$ cat src/rtl/bpc_pkg.sv
package bpc_pkg;
  typedef struct packed {
    logic wrCtl;
    logic rdCtl;
    logic rdSrc;
    logic sdChg;
  } bpcStrobe_t;
endpackage

$ cat src/rtl/bpc_sd_filter.sv
module bpc_sd_filter #(
  parameter int SYNC_STAGES = 2,
  parameter int FILT_LEN    = 4
) (
  input  logic clk,
  input  logic rstN,
  input  logic sdPin,
  output logic filtLevel,
  output logic sdChg
);
  localparam int CW = $clog2(FILT_LEN) + 1;
  localparam logic [CW-1:0] LAST = CW'(FILT_LEN - 1);

  logic [SYNC_STAGES-1:0] syncQ;
  logic [CW-1:0] runCnt;
  logic syncOut;

  // Pin powers up pulled high, so the chain resets to 1.
  always_ff @(posedge clk) begin
    if (!rstN) syncQ <= '1;
    else       syncQ <= {syncQ[SYNC_STAGES-2:0], sdPin};
  end

  assign syncOut = syncQ[SYNC_STAGES-1];

  // Count consecutive samples that disagree with the held level.
  always_ff @(posedge clk) begin
    if (!rstN) begin
      filtLevel <= 1'b1;
      runCnt    <= '0;
      sdChg     <= 1'b0;
    end else if (syncOut == filtLevel) begin
      runCnt <= '0;
      sdChg  <= 1'b0;
    end else if (runCnt == LAST) begin
      filtLevel <= syncOut;
      runCnt    <= '0;
      sdChg     <= 1'b1;
    end else begin
      runCnt <= runCnt + 1'b1;
      sdChg  <= 1'b0;
    end
  end
endmodule

$ cat src/rtl/bpc_ctrl.sv
module bpc_ctrl import bpc_pkg::*; #(
  parameter int AW = 8,
  parameter logic [AW-1:0] REG_ADDR = 'h25,
  parameter logic [AW-1:0] SRC_ADDR = 'h26
) (
  input  logic          wrEn,
  input  logic          rdEn,
  input  logic [AW-1:0] addr,
  input  logic          sdChg,
  output bpcStrobe_t    strobe
);
  logic hitCtl;
  logic hitSrc;

  assign hitCtl = (addr == REG_ADDR);
  assign hitSrc = (addr == SRC_ADDR);

  always_comb begin
    strobe.wrCtl = wrEn && hitCtl;
    strobe.rdCtl = rdEn && hitCtl;
    strobe.rdSrc = rdEn && hitSrc;
    strobe.sdChg = sdChg;
  end
endmodule

$ cat src/rtl/bpc_datapath.sv
module bpc_datapath import bpc_pkg::*; #(
  parameter int DW = 8,
  parameter logic [DW-1:0] SRC_CODE = 'h25
) (
  input  logic          clk,
  input  logic          rstN,
  input  bpcStrobe_t    strobe,
  input  logic [DW-1:0] wrData,
  input  logic          filtLevel,
  output logic [DW-1:0] rdData,
  output logic          fbPin,
  output logic          fbOe,
  output logic          intN
);
  localparam int EN_BIT = DW - 1;
  localparam int IE_BIT = DW - 2;
  localparam int FB_BIT = 1;
  localparam int SD_BIT = 0;

  logic ctlEn;
  logic intEn;
  logic fbBit;
  logic intPend;
  logic [DW-1:0] srcVal;
  logic [DW-1:0] ctlImage;

  always_ff @(posedge clk) begin
    if (!rstN) begin
      ctlEn <= 1'b0;
      intEn <= 1'b0;
    end else if (strobe.wrCtl) begin
      ctlEn <= wrData[EN_BIT];
      intEn <= wrData[IE_BIT];
    end
  end

  // Loss of signal outranks a host write in the same cycle.
  always_ff @(posedge clk) begin
    if (!rstN)           fbBit <= 1'b1;
    else if (!filtLevel) fbBit <= 1'b0;
    else if (strobe.wrCtl) fbBit <= wrData[FB_BIT];
  end

  // A new event outranks the acknowledging read.
  always_ff @(posedge clk) begin
    if (!rstN) begin
      intPend <= 1'b0;
      srcVal  <= '0;
    end else if (strobe.sdChg && intEn) begin
      intPend <= 1'b1;
      srcVal  <= SRC_CODE;
    end else if (strobe.rdSrc) begin
      intPend <= 1'b0;
      srcVal  <= '0;
    end
  end

  always_comb begin
    ctlImage         = '0;
    ctlImage[EN_BIT] = ctlEn;
    ctlImage[IE_BIT] = intEn;
    ctlImage[FB_BIT] = fbBit;
    ctlImage[SD_BIT] = filtLevel;
    if (strobe.rdCtl)      rdData = ctlImage;
    else if (strobe.rdSrc) rdData = srcVal;
    else                   rdData = '0;
  end

  assign fbOe  = ctlEn;
  assign fbPin = ctlEn & fbBit;
  assign intN  = ~intPend;
endmodule

$ cat src/rtl/bypass_ctl_reg.sv
module bypass_ctl_reg import bpc_pkg::*; #(
  parameter int AW          = 8,
  parameter int DW          = 8,
  parameter logic [AW-1:0] REG_ADDR = 'h25,
  parameter logic [AW-1:0] SRC_ADDR = 'h26,
  parameter int SYNC_STAGES = 2,
  parameter int FILT_LEN    = 4
) (
  input  logic          clk,
  input  logic          rstN,
  input  logic          wrEn,
  input  logic          rdEn,
  input  logic [AW-1:0] addr,
  input  logic [DW-1:0] wrData,
  output logic [DW-1:0] rdData,
  input  logic          sdPin,
  output logic          fbPin,
  output logic          fbOe,
  output logic          intN
);
  localparam logic [DW-1:0] SRC_CODE = DW'(REG_ADDR);

  logic filtLevel;
  logic sdChg;
  bpcStrobe_t strobe;

  bpc_sd_filter #(.SYNC_STAGES(SYNC_STAGES), .FILT_LEN(FILT_LEN)) u_filt (
    .clk(clk), .rstN(rstN), .sdPin(sdPin), .filtLevel(filtLevel), .sdChg(sdChg)
  );

  bpc_ctrl #(.AW(AW), .REG_ADDR(REG_ADDR), .SRC_ADDR(SRC_ADDR)) u_ctrl (
    .wrEn(wrEn), .rdEn(rdEn), .addr(addr), .sdChg(sdChg), .strobe(strobe)
  );

  bpc_datapath #(.DW(DW), .SRC_CODE(SRC_CODE)) u_dp (
    .clk(clk), .rstN(rstN), .strobe(strobe), .wrData(wrData), .filtLevel(filtLevel),
    .rdData(rdData), .fbPin(fbPin), .fbOe(fbOe), .intN(intN)
  );
endmodule

$ cat config.mk
export PLATFORM = sky130hd
export DESIGN_NAME = bypass_ctl_reg
export DESIGN_NICKNAME = d
export VERILOG_FILES = /design/src/rtl/bpc_pkg.sv /design/src/rtl/bpc_sd_filter.sv /design/src/rtl/bpc_ctrl.sv /design/src/rtl/bpc_datapath.sv /design/src/rtl/bypass_ctl_reg.sv
export SDC_FILE = /design/constraint.sdc
export NUM_CORES = 1
export LEC_CHECK = 0
export CAP_MARGIN = 20
export CORE_UTILIZATION = 38
export CTS_CLUSTER_SIZE = 20
export DETAILED_ROUTE_END_ITERATION = 6
export PLACE_DENSITY = 0.81
export SYNTH_ARGS = -nofsm -noshare
export SYNTH_HDL_FRONTEND = slang
export SYNTH_SLANG_ARGS = --single-unit
$ cat constraint.sdc
create_clock -name clk -period 2 [get_ports clk]
set_input_delay 0.4 -clock clk [delete_from_list [all_inputs] [get_ports clk]]
set_output_delay 0.4 -clock clk [all_outputs]
set_load 0.005 [all_outputs]
# Word level (Yosys, flattened, before mapping)
# Cells that the tools add are included.
[classes] n_reduce_logical=8 mux=9 n_addsub=1 n_bitwise=4 eq_ne=5
[op_table] op="$mux 6" count=3
[op_table] op="$eq 8x6->1 const B" count=2
[op_table] op="$mux 8" count=1
[op_table] op="$mux 1" count=5
[op_table] op="$logic_and 1x1->1" count=4
[op_table] op="$add 3x1->3 const B" count=1
[op_table] op="$eq 3x2->1 const B" count=1
[op_table] op="$not 1->1" count=3
[op_table] op="$reduce_or 3->1" count=1
[op_table] op="$ne 2x2->1 const B" count=1
[op_table] op="$reduce_and 2->1" count=1
[op_table] op="$reduce_bool 2->1" count=1
[op_table] op="$reduce_or 2->1" count=1
[op_table] op="$and 1x1->1" count=1
[op_table] op="$eq 1x1->1" count=1
[word_totals] reg_bits=14 in_bits=21

# Logic depth before layout (Yosys ltp)
[depth] depth_word=4 depth_mapped=4

# Hierarchy
# From an unflattened synthesis, not the netlist that was laid out.
[unflattened] cells_unflattened=56 area_unflattened_um2=535.5
[by_module_without_submodules] module="bpc_sd_filter" n_inst=1 cells_each=20 area_per_inst_um2=241.5
[by_module_without_submodules] module="bpc_datapath" n_inst=1 cells_each=27 area_per_inst_um2=220.2
[by_module_without_submodules] module="bpc_ctrl" n_inst=1 cells_each=9 area_per_inst_um2=73.8

# Least setup slack after synthesis
# No wires, ideal clock.
[synth_path] path_kind="in2out" from="in addr[4]" to="out rdData[5]" stages=4 arrival_ps=1176 setup_slack_ps=424 required_ps=1600 path_cell_list="nor4b_4 nand2_1 nor2_1 buf_4"
[synth_between] elab_chain_cells=4
[synth_rtl] item="start: declaration" line_no="bypass_ctl_reg.sv:13" text="input logic [AW-1:0] addr,"
[synth_rtl] item="$eq 8x6->1" line_no="bpc_ctrl.sv:16" text="assign hitSrc = (addr == SRC_ADDR);"
[synth_rtl] item="$logic_and 1x1->1" line_no="bpc_ctrl.sv:21" text="strobe.rdSrc = rdEn && hitSrc;"
[synth_rtl] item="$mux 6" line_no="bpc_datapath.sv:65" text="else if (strobe.rdSrc) rdData = srcVal;"
[synth_rtl] item="$mux 8 *" line_no="bpc_datapath.sv:64" text="if (strobe.rdCtl) rdData = ctlImage;"
[synth_rtl] item="end: declaration" line_no="bypass_ctl_reg.sv:15" text="output logic [DW-1:0] rdData,"
# Mark *: on every way between the ends. The rest lies on a longest branch, timed or not.

# Worst setup path in the final report
[layout_path] from="in addr[1]" to="out rdData[1]"
[layout_between] elab_chain_cells=3
[layout_rtl] item="$eq 8x6->1" line_no="bpc_ctrl.sv:15" text="assign hitCtl = (addr == REG_ADDR);"
[layout_rtl] item="$logic_and 1x1->1" line_no="bpc_ctrl.sv:20" text="strobe.rdCtl = rdEn && hitCtl;"
[layout_rtl] item="$mux 8" line_no="bpc_datapath.sv:64"
# Every way passes these cells.

==> impl_metrics.csv <==
group,metric,value,unit
final_layout,fillers,113,
setup_path,cp.buffers_inverters,4,
yosys,ys_seq_area_share,40.6,%
setup_path,timing.rr.start,"u_filt.runCnt[0]",
timing,rsz0062_at_grt,"no",
routing,viasPerCell,4.67,
yosys,ys_ff_latch,11,
clock_tree,clock-root-buffer,"clkbuf_4",
setup_path,crit_path_top_delay_cell,"and4bb_2",
clock_tree,htreeDepth,1,
placement,place_congestion,0.715,
die,fp.dieH,39.8,um
grt,antenna_found_initial,0,
worst_hold_path,hp-class,"flop to flop",
timing,hold_viol,0,
timing,slew_violations,0,
die,ios,32,
die,dieArea,1580,sq um
setup_path,critPathMaxStageDelay,0.33,ns
final_layout,areaGrowthSynthToFinish,65.1,%
die,rows,13,
final_layout,nets,121,
placement,hpwl,858,um
setup_path,crit_path_cell_trace,"dlygate4sd2_1 > and4bb_2 > nand3_2 > buf_6 > buf_4 > nor2_4 > buf_2",
power,leakage,0.421,nW
clock_tree,cts.clk_slew.worst_paths,0.07,ns
setup_path,critPathTopFamily,"buffers and inverters",
power,pwr-share-comb,12.2,%
setup_path,crit_cells,7,
timing,whs,0.418,ns
setup_path,critPathArrivalTime,1.56,ns
die,core,1320,sq um
run,cap_violations,0,
setup_path,crit_required,1.60,ns
power,p_int,0.329,mW
power,finalPower,0.427,mW
timing,max_freq,511,MHz
final_layout,final_area,895,sq um
timing,finalSetupTns,0,ns
setup_path,critPathLaunchType,"primary input",
clock_tree,cts.sinks,11,
clock_tree,cts.path.max_buffers,2,
yosys,synth_top_area_cell,"dfxtp_1",
yosys,async_flop_share,0,%
yosys,avgSynthCellArea,8.74,sq um
clock_tree,clock_latency,0.27,ns
grt,grt_pass1_wl,1680,um
yosys,ys_warn_count,0,
yosys,yosys.area.top_type_share,40.6,%
timing,fin_crit,1.96,ns
final_layout,drive_gt1_share,25.8,%
yosys,synth_cell_types,25,
timing,setup_viol,0,
power,clockPowerShare,35.7,%
timing,clock-skew-final,0.000635,ns
grt,grt_usage,17.3,%
routing,post-route-drc-count,0,
yosys,synth-main-ff-cell,"dfxtp_1",
grt,grt_max_degree,12,
grt,gr-total-overflow,0,
power,peakVddDrop,421,uV
routing,drt-initial-drc-count,3,
yosys,synth_edf_count,0,
power,p_seq_share,52.1,%
routing,drtPass1Iterations,4,
yosys,yosys-top-cells-area,"dfxtp_1 41%, nand2_1 6.2%, mux2i_1 5.5%",
placement,place.port_buffers,24,
die,start_util,41.1,%
setup_path,endpoint_kind,"primary output",
routing,antenna_left,0,
setup_path,path_class,"primary input to primary output",
power,p_switching,0.0982,mW
clock_tree,cts_buffers,3,
timing,finalCritPeriodShare,97.8,%
routing,wl,1240,um
routing,wire_per_inst,11.1,um
run_status,outcome,"complete, no violations",
clock_tree,cts_tree,"yes",
yosys,syn_area,542,sq um
power,powerDensity,477,nW/um^2
die,die_w,39.8,um
setup_path,reg2reg_depth,4,
worst_hold_path,whs_path_depth,1,
routing,vias,523,
worst_hold_path,min_from,"u_filt.syncQ[0]",
placement,place_area,801,sq um
power,swShare,23.0,%
final_layout,n_antenna_cell,0,
setup_path,crit_fanout,2,
grt,grt_pass1_vias,408,
yosys,syn_inst,62,
setup_path,crit_path_start,"addr[1]",
## registers in the layout (all words and copies together), names as in the netlist
signal	count
u_filt.runCnt	3
u_filt.syncQ	2
u_dp.fbBit	1
u_dp.fbOe	1
u_dp.intEn	1
u_dp.srcVal	1
u_filt.filtLevel	1
u_filt.sdChg	1
## repair_timing
action / CTS / global route
setup buffers: 6 / 1
gates resized for setup: 29 / 5
pin swaps: 8 / 3
endpoints found under the setup margin: 6 / 6
hold buffers: 0 / 0
## worst reg2reg max path, delay by kind of cell, from the launching register on
kind	cells	cell delay [ns]
simple gates	2	0.32
flops	1	0.31
fa+ha+maj	2	0.40
## routing by layer
metal	routed length, um	vias up	global-route usage, %
met5	0	-	0
met4	36	0	15.5
met3	63	4	3.41
met2	680	18	29.9
met1	459	230	17.0
li1	-	271	-
## layout by cell type, fill, tap and decap left out
master and count:
inv_1 6, mux2i_1 3, clkdlybuf4s15_1 2, clkbuf_2 2, a31oi_1 1, a21o_1 1
nand3_2 2, buf_2 1, conb_1 2, xor2_1 1, clkbuf_4 3, nand4_1 1
buf_6 2, and4bb_2 1, and3_1 1, clkdlybuf4s15_2 2, nand2b_1 2, nand3b_1 1
nor4b_4 1, o2111ai_1 1, buf_4 8, clkinv_2 1, clkdlybuf4s50_1 10, nand2_1 9
o21a_1 1, dfxtp_1 11, a21oi_1 1, and2_1 2, nor2_1 7, dlygate4sd2_1 7
nor4bb_4 1, ha_1 2, nor2_4 1
## layout make-up
cell class / instances / area (sq um) / share of cell area [%]
clock buffers: 3 / 22.5 / 2.52
clock inverters: 1 / 5.00 / 0.559
inverters: 6 / 22.5 / 2.52
multi-input cells: 42 / 304 / 34.0
flip-flops and latches: 11 / 220 / 24.6
well taps: 15 / 18.8 / 2.10
repair buffers: 34 / 302 / 33.7
## per-stage QoR
stage	util (%)	instances	setup slack [ns]
2_1_floorplan	-	63	0.424
3_3_place_gp	60.8	101	-0.391
3_5_place_dp	60.8	101	-0.467
4_1_cts	67.5	111	0.0178
5_1_grt	67.9	112	0.00297
6_report	67.9	112	0.0436
## logic make-up after synthesis
logic type | count (synthesis) | synth area share, %
AND/OR/NAND/NOR | 29 | 31.4
XOR/XNOR | 1 | 1.62
flip-flops | 11 | 40.6
AO/OA/AOI/OAI | 5 | 6.47
multiplexers | 3 | 5.54
buffers and inverters | 10 | 9.01
adder cells (fa/ha/maj) | 2 | 4.62
other | 1 | 0.692
## Yosys cell counts (all sizes together) (2+ instances only)
master / number
dfxtp: 11
nand2: 9
nor2: 8
inv: 6
buf: 3
mux2i: 3
and2: 2
ha: 2
nand2b: 2
nand3: 2
## final timing paths
path	slack (ns)	end
min reg2reg	0.42	u_filt.syncQ[1]
min	0.42	u_filt.syncQ[1]
max reg2reg	0.90	u_filt.runCnt[2]
max	0.04	rdData[1]
## power groups by stage
stage / combinational [mW] / clock [mW] / sequential, mW
after floorplan: 0.0167 / 0 / 0.227
after global placement: 0.0494 / 0 / 0.227
after detailed placement: 0.0504 / 0 / 0.228
after CTS: 0.0513 / 0.158 / 0.222
after global routing: 0.0565 / 0.167 / 0.223
final: 0.0519 / 0.152 / 0.222
Power figures use the tool's default switching activity.
